--- config.mk ---
export PLATFORM = sky130hd
export DESIGN_NAME = xfer_target_unit
export DESIGN_NICKNAME = d
export VERILOG_FILES = /design/src/rtl/xfer_pkg.sv /design/src/rtl/xfer_cond_eval.sv /design/src/rtl/xfer_target_calc.sv /design/src/rtl/xfer_target_unit.sv
export SDC_FILE = /design/constraint.sdc
export NUM_CORES = 1
export LEC_CHECK = 0
export BUFFER_PORTS_ARGS = -buffer_cell sky130_fd_sc_hd__buf_4
export CAP_MARGIN = 10
export CORE_AREA = 2 2 115 117
export DETAILED_ROUTE_END_ITERATION = 16
export DIE_AREA = 0 0 117 119
export GPL_TIMING_DRIVEN = 0
export PLACE_DENSITY = 0.78
export SLEW_MARGIN = 20
export SYNTH_ARGS = -nofsm -noshare
export SYNTH_HDL_FRONTEND = slang
export SYNTH_SLANG_ARGS = --single-unit
--- constraint.sdc ---
create_clock -name vclk -period 6.7
set_clock_uncertainty 0.15 [all_clocks]
set_input_delay 1.34 -clock vclk [all_inputs]
set_output_delay 1.34 -clock vclk [all_outputs]
set_load 0.03 [all_outputs]
--- src/rtl/xfer_pkg.sv ---
package xfer_pkg;
  localparam int KIND_W = 4;

  typedef enum logic [KIND_W-1:0] {
    XK_NONE = 4'd0,
    XK_JMP  = 4'd1,
    XK_RJMP = 4'd2,
    XK_EQ   = 4'd3,
    XK_NE   = 4'd4,
    XK_SLT  = 4'd5,
    XK_SGE  = 4'd6,
    XK_ULT  = 4'd7,
    XK_UGE  = 4'd8
  } xfer_kind_e;

  typedef struct packed {
    logic is_jmp;
    logic is_rjmp;
    logic is_cond;
  } xfer_class_t;
endpackage

--- src/rtl/xfer_cond_eval.sv ---
module xfer_cond_eval #(
  parameter int XLEN      = 32,
  parameter int CMP_STYLE = 1
) (
  input  logic [XLEN-1:0]            op_a,
  input  logic [XLEN-1:0]            op_b,
  input  logic [xfer_pkg::KIND_W-1:0] kind,
  output logic                       cond_met
);
  import xfer_pkg::*;

  logic is_eq;
  logic is_ltu;
  logic is_lts;

  assign is_eq = (op_a == op_b);

  generate
    if (CMP_STYLE == 0) begin : g_native
      assign is_ltu = (op_a < op_b);
      assign is_lts = ($signed(op_a) < $signed(op_b));
    end else begin : g_borrow
      logic [XLEN:0] diff;
      assign diff   = {1'b0, op_a} - {1'b0, op_b};
      assign is_ltu = diff[XLEN];
      assign is_lts = (op_a[XLEN-1] ^ op_b[XLEN-1]) ? op_a[XLEN-1] : diff[XLEN];
    end
  endgenerate

  always_comb begin
    unique case (kind)
      XK_EQ:   cond_met = is_eq;
      XK_NE:   cond_met = ~is_eq;
      XK_SLT:  cond_met = is_lts;
      XK_SGE:  cond_met = ~is_lts;
      XK_ULT:  cond_met = is_ltu;
      XK_UGE:  cond_met = ~is_ltu;
      default: cond_met = 1'b0;
    endcase
  end
endmodule

--- src/rtl/xfer_target_calc.sv ---
module xfer_target_calc #(
  parameter int XLEN       = 32,
  parameter int STEP_BYTES = 4
) (
  input  logic [XLEN-1:0] pc,
  input  logic [XLEN-1:0] base,
  input  logic [XLEN-1:0] offset,
  output logic [XLEN-1:0] seq_addr,
  output logic [XLEN-1:0] rel_addr,
  output logic [XLEN-1:0] reg_addr
);
  localparam logic [XLEN-1:0] STEP = XLEN'(STEP_BYTES);

  function automatic logic [XLEN-1:0] half_word_rel(input logic [XLEN-1:0] p,
                                                    input logic [XLEN-1:0] o);
    return p + {o[XLEN-2:0], 1'b0};
  endfunction

  function automatic logic [XLEN-1:0] even_sum(input logic [XLEN-1:0] b,
                                               input logic [XLEN-1:0] o);
    logic [XLEN-1:0] s;
    s = b + o;
    return {s[XLEN-1:1], 1'b0};
  endfunction

  assign seq_addr = pc + STEP;
  assign rel_addr = half_word_rel(pc, offset);
  assign reg_addr = even_sum(base, offset);
endmodule

--- src/rtl/xfer_target_unit.sv ---
module xfer_target_unit #(
  parameter int XLEN      = 32,
  parameter int CMP_STYLE = 1
) (
  input  logic [31:0] pc_i,
  input  logic [31:0] rs_a_i,
  input  logic [31:0] rs_b_i,
  input  logic [31:0] base_i,
  input  logic [31:0] offset_i,
  input  logic [3:0]  kind_i,
  output logic [31:0] next_pc_o,
  output logic        taken_o,
  output logic [31:0] link_o
);
  import xfer_pkg::*;

  xfer_class_t     cls;
  logic            cond_met;
  logic [XLEN-1:0] seq_addr;
  logic [XLEN-1:0] rel_addr;
  logic [XLEN-1:0] reg_addr;

  always_comb begin
    cls.is_jmp  = (kind_i == XK_JMP);
    cls.is_rjmp = (kind_i == XK_RJMP);
    cls.is_cond = (kind_i >= XK_EQ) && (kind_i <= XK_UGE);
  end

  xfer_cond_eval #(.XLEN(XLEN), .CMP_STYLE(CMP_STYLE)) u_cond (
    .op_a     (rs_a_i),
    .op_b     (rs_b_i),
    .kind     (kind_i),
    .cond_met (cond_met)
  );

  xfer_target_calc #(.XLEN(XLEN), .STEP_BYTES(4)) u_tgt (
    .pc       (pc_i),
    .base     (base_i),
    .offset   (offset_i),
    .seq_addr (seq_addr),
    .rel_addr (rel_addr),
    .reg_addr (reg_addr)
  );

  always_comb begin
    taken_o = cls.is_jmp | cls.is_rjmp | (cls.is_cond & cond_met);
    if (!taken_o)         next_pc_o = seq_addr;
    else if (cls.is_rjmp) next_pc_o = reg_addr;
    else                  next_pc_o = rel_addr;
  end

  assign link_o = seq_addr;
endmodule

# ---- Word level (Yosys, flattened, before mapping)
# Cells that the tools add are included.
dict set report word_totals {
  regBits 0
  in_bits 164
  output_inout_bits 65
  word_cells 27
}
dict set report classes {
  n_addsub 4
  order_cmp 2
  n_eq_ne 9
  muxes 4
  bitwise_logic 7
  reduce_logical 1
}
# cell n
set op_table {}
lappend op_table {{adder 32 bit} 2}
lappend op_table {{2-to-1 mux 32 bit} 2}
lappend op_table {{subtractor 32 x 32 -> 33 bit} 1}
lappend op_table {{adder 32 x 3 -> 32 bit (second input constant)} 1}
lappend op_table {{equality test 32 bit} 1}
lappend op_table {{equality test 4 x 3 -> 1 bit (second input constant)} 4}
lappend op_table {{equality test 4 x 2 -> 1 bit (second input constant)} 2}
lappend op_table {{one-hot mux 1 bit (6 select lines)} 1}
lappend op_table {{equality test 4 x 1 -> 1 bit (second input constant)} 1}
lappend op_table {{equality test 4 bit (second input constant)} 1}
lappend op_table {{>= comparator 4 x 2 -> 1 bit (second input constant)} 1}
lappend op_table {{less-or-equal comparator 4 bit (second input constant)} 1}
lappend op_table {{NOT 1 bit} 3}
lappend op_table {{OR 1 bit} 2}
lappend op_table {{AND 1 bit} 1}
lappend op_table {{logical AND 1 bit} 1}
lappend op_table {{2-to-1 mux 1 bit} 1}
lappend op_table {{bitwise XOR 1 bit} 1}

# ---- Depth between registers and ports, before layout
dict set report depth {
  word_depth 7
  mapped_depth 13
  depth_no_buf 13
}

# ---- By module
# Synthesis repeated with hierarchy kept, for this count alone.
dict set report hier_totals {
  hier_cells 785
  area_unflattened_um2 5987.0
}
# mod instances cells_per_inst area_each_um2 seq_area_each_um2
set by_module_without_submodules {}
lappend by_module_without_submodules {xfer_target_calc 1 572 3915.0 0.0}
lappend by_module_without_submodules {xfer_target_unit 1 80 1121.1 0.0}
lappend by_module_without_submodules {xfer_cond_eval 1 133 950.9 0.0}

# ---- Least setup slack after synthesis
# No wires, ideal clock.
dict set report synth_timing {
  kind {input -> output}
  start {in pc_i[2]}
  end {out next_pc_o[31]}
  arrival_ps 4384
  required_time_ps 5210
  slack_ps 826
  path_stages 12
  path_buffers 0
  cell_sequence {inv_1 fa_1 nor2b_1 o31ai_1 a32oi_1 a41oi_2 o31a_1 o21ai_2 a41o_1 a21oi_1 xnor2_1 a211oi_1}
}
dict set report synth_via {
  elab_chain_cells 3
  word_cells_on_any_way 4
  cone_classes {add/sub: 2; mux: 2}
}
# item line_no
set synth_lines {}
lappend synth_lines {{start: declaration} xfer_target_unit.sv:5} ;# input logic [31:0] pc_i,
lappend synth_lines {{adder 32 bit} xfer_target_calc.sv:16} ;# return p + {o[XLEN-2:0], 1'b0};
lappend synth_lines {{2-to-1 mux 32 bit} xfer_target_unit.sv:48} ;# else if (cls.is_rjmp) next_pc_o = reg_addr;
lappend synth_lines {{2-to-1 mux 32 bit *} xfer_target_unit.sv:47} ;# if (!taken_o) next_pc_o = seq_addr;
lappend synth_lines {{end: declaration} xfer_target_unit.sv:11} ;# output logic [31:0] next_pc_o,
# Every way passes the cells marked *; elsewhere a longest branch is shown, timed or not.

# ---- Worst setup path after layout
dict set report layout_timing {
  start {in offset_i[1]}
  end {out next_pc_o[30]}
}
dict set report layout_via {
  elab_chain_cells 3
  word_cells_on_any_way 4
  cone_classes {add/sub: 2; mux: 2}
}
# item line_no
set layout_lines {}
lappend layout_lines {{start: declaration} xfer_target_unit.sv:9} ;# input logic [31:0] offset_i,
lappend layout_lines {{adder 32 bit (on tied branches)} {xfer_target_calc.sv:16, xfer_target_calc.sv:22}}
lappend layout_lines {{2-to-1 mux 32 bit *} xfer_target_unit.sv:48}
lappend layout_lines {{2-to-1 mux 32 bit *} xfer_target_unit.sv:47}
# Marks and branches as above.

==> results.sh <==
export IMPL_status="completed"
export IMPL_synth_largest_area_cell="ha_1"
export IMPL_die_x_um=117
export IMPL_yosysWarnings=0
export IMPL_grt_pass1_vias=5850
export IMPL_synth_nets=974
export IMPL_utilization=0.540
export IMPL_drc=0
export IMPL_rsz0062_at_grt="false"
export IMPL_fin_ws_ns=0.558
export IMPL_power_density_nw_per_um2=106
export IMPL_fin_tns_setup_ns=0
export IMPL_grt_max_degree=11
export IMPL_die_area_um2=13900
export IMPL_hold_viol=0
export IMPL_antenna_found_initial=0
export IMPL_post_drt_via_cell_ratio=5.50
export IMPL_hold_path_class="in2out"
export IMPL_relSlewSlack=0.479
export IMPL_rows=42
export IMPL_detail_route_antenna_nets=0
export IMPL_dieHeight_um=119
export IMPL_whs_ns=2.85
export IMPL_period_needed_ns=6.14
export IMPL_grt_pass1_wl_um=27600
export IMPL_netlist_instances=715
export IMPL_drtPass1Iterations=5
export IMPL_ys_types=71
export IMPL_fin_nets=1205
export IMPL_wl_per_cell_um=16.1
export IMPL_fin_area_um2=6950
export IMPL_drive_gt1_frac=0.274
export IMPL_worstPathRequired_ns=5.21
export IMPL_synthTopCellsByArea="ha_1 (23%), xnor2_1 (7.3%), a21oi_1 (7.1%)"
export IMPL_n_fill_cell=1298
export IMPL_power_total_mw=0.740
export IMPL_postPlaceCellArea_um2=6950
export IMPL_post_dp_hpwl_um=15100
export IMPL_synth_top_area_share=0.232
export IMPL_coreArea_um2=12900
export IMPL_leakagePower_nw=3.54
export IMPL_finalCritPeriodShare=0.917
export IMPL_gp_congestion=0.945
export IMPL_instances_no_fill=1120
export IMPL_setup_viol=0
export IMPL_post_cts_resize_count=0
export IMPL_wl_um=18000
export IMPL_vias=6159
export IMPL_syn2layout_area_growth_pct=38.8
export IMPL_cts_hold_fix_buffers=0
export IMPL_portBuffers=229
export IMPL_diodes=0
export IMPL_path_class="in2out"
export IMPL_drv_max_cap_violation_count=0
export IMPL_globalRouteOverflowTotal=0
export IMPL_crit_arrival_ns=4.65
export IMPL_drtIter0Drc=361
export IMPL_report_final_slew_viol_count=0
export IMPL_end_kind="output port"
export IMPL_ir_worst_vdd_mv=0.0655
export IMPL_ios=229
export IMPL_track_usage=0.244
export IMPL_tightest_slew_ns=0.782
export IMPL_dp_cells=1120
export IMPL_cts_setup_buffers=0
export IMPL_critPathLaunchType="input pin"
export IMPL_fmax_mhz=163
export IMPL_syn_cell_area_um2=5010
export IMPL_clkbuf_count=0
export IMPL_synth_yosys_seq_area_share=0
export IMPL_syn_area_per_cell_um2=7.00
export IMPL_preCtsSetupSlack_ns=0.595
export IMPL_design_seq_count=0
export IMPL_seqCellArea_um2=0
export IMPL_initial_core_util=0.389
export IMPL_path_max_fanout=4
layout by cell type, fill, tap and decap left out, types with 5 or more instances in the layout:
| master | count |
|---|---|
| inv_1 | 42 |
| xor2_1 | 35 |
| nand2b_1 | 11 |
| o21ai_0 | 25 |
| clkbuf_1 | 10 |
| nor3_1 | 11 |
| nand3_1 | 23 |
| nor2_1 | 58 |
| a31oi_1 | 5 |
| o21bai_1 | 5 |
| a311oi_1 | 5 |
| a21o_1 | 30 |
| ha_1 | 93 |
| nand2_1 | 60 |
| o211ai_1 | 8 |
| nor2b_1 | 13 |
| and2_1 | 9 |
| nand4_1 | 11 |
| o21ai_1 | 19 |
| buf_4 | 232 |
| xnor2_1 | 42 |
| o21a_1 | 11 |
| a21oi_1 | 71 |
| a211oi_1 | 13 |
| and3_1 | 22 |
power by group:
| group | internal [mW] | switching (mW) |
|---|---|---|
| Sequential | 0 | 0 |
| Combinational | 0.321 | 0.419 |
| Clock | 0 | 0 |
synth_stat cells (3+ instances only):
library cell / instances
a211oi_1: 13
a211oi_2: 4
a21o_1: 30
a21oi_1: 71
a221oi_1: 3
a2bb2oi_1: 4
a311oi_1: 5
a31oi_1: 5
and2_1: 9
and3_1: 22
and4_1: 3
buf_2: 4
buf_4: 3
clkbuf_1: 10
ha_1: 93
inv_1: 42
mux2_1: 4
nand2_1: 60
nand2b_1: 11
nand3_1: 23
nand4_1: 11
nor2_1: 58
nor2b_1: 13
nor3_1: 12
o211ai_1: 8
o21a_1: 11
o21ai_0: 25
o21ai_1: 19
o21bai_1: 5
o31ai_1: 3
or3_1: 4
xnor2_1: 42
xor2_1: 35
path summary, 6_finish.rpt:
check              startpoint       endpoint  cells after the start  slack (ns)
setup / recovery  offset_i[1]  next_pc_o[30]                     14        0.56
hold / removal        pc_i[0]      link_o[0]                      3        2.85
layout make-up:
class	count	area, um2	share of cell area
Inverter	43	161	0.0232
Buffer	18	91.3	0.0131
Timing Repair Buffer	229	1720	0.247
Tap cell	176	220	0.0317
Multi-Input combinational cell	654	4760	0.685
critical path, cell delays in order:
cell	delay (ns)
buf_4	0.10
inv_1	0.07
fa_1	0.40
nand2b_1	0.19
a211oi_1	0.40
o41ai_2	0.17
o21ai_2	0.20
a31oi_1	0.20
o21ai_1	0.44
a221oi_2	0.16
or3_1	0.36
and3_1	0.15
a221oi_1	0.23
buf_4	0.22
cells by family (layout without fill, tap and decap cells):
family,Yosys count,after routing,synth area share
muxes,9,9,0.0235
buffers and inverters,61,290,0.0505
AOI/OAI and AO/OA,239,239,0.321
and+or+nand+nor,234,234,0.230
adders and majority gates,95,95,0.240
xor gates and xnor gates,77,77,0.135
layer usage:
metal	vias up	wire, um	track usage
li1	3116	-	-
met2	248	8510	0.441
met5	-	0	0
met4	0	189	0.0294
met3	20	1420	0.0290
met1	2775	7920	0.317
Note: power is estimated with default switching activity, not from simulation.
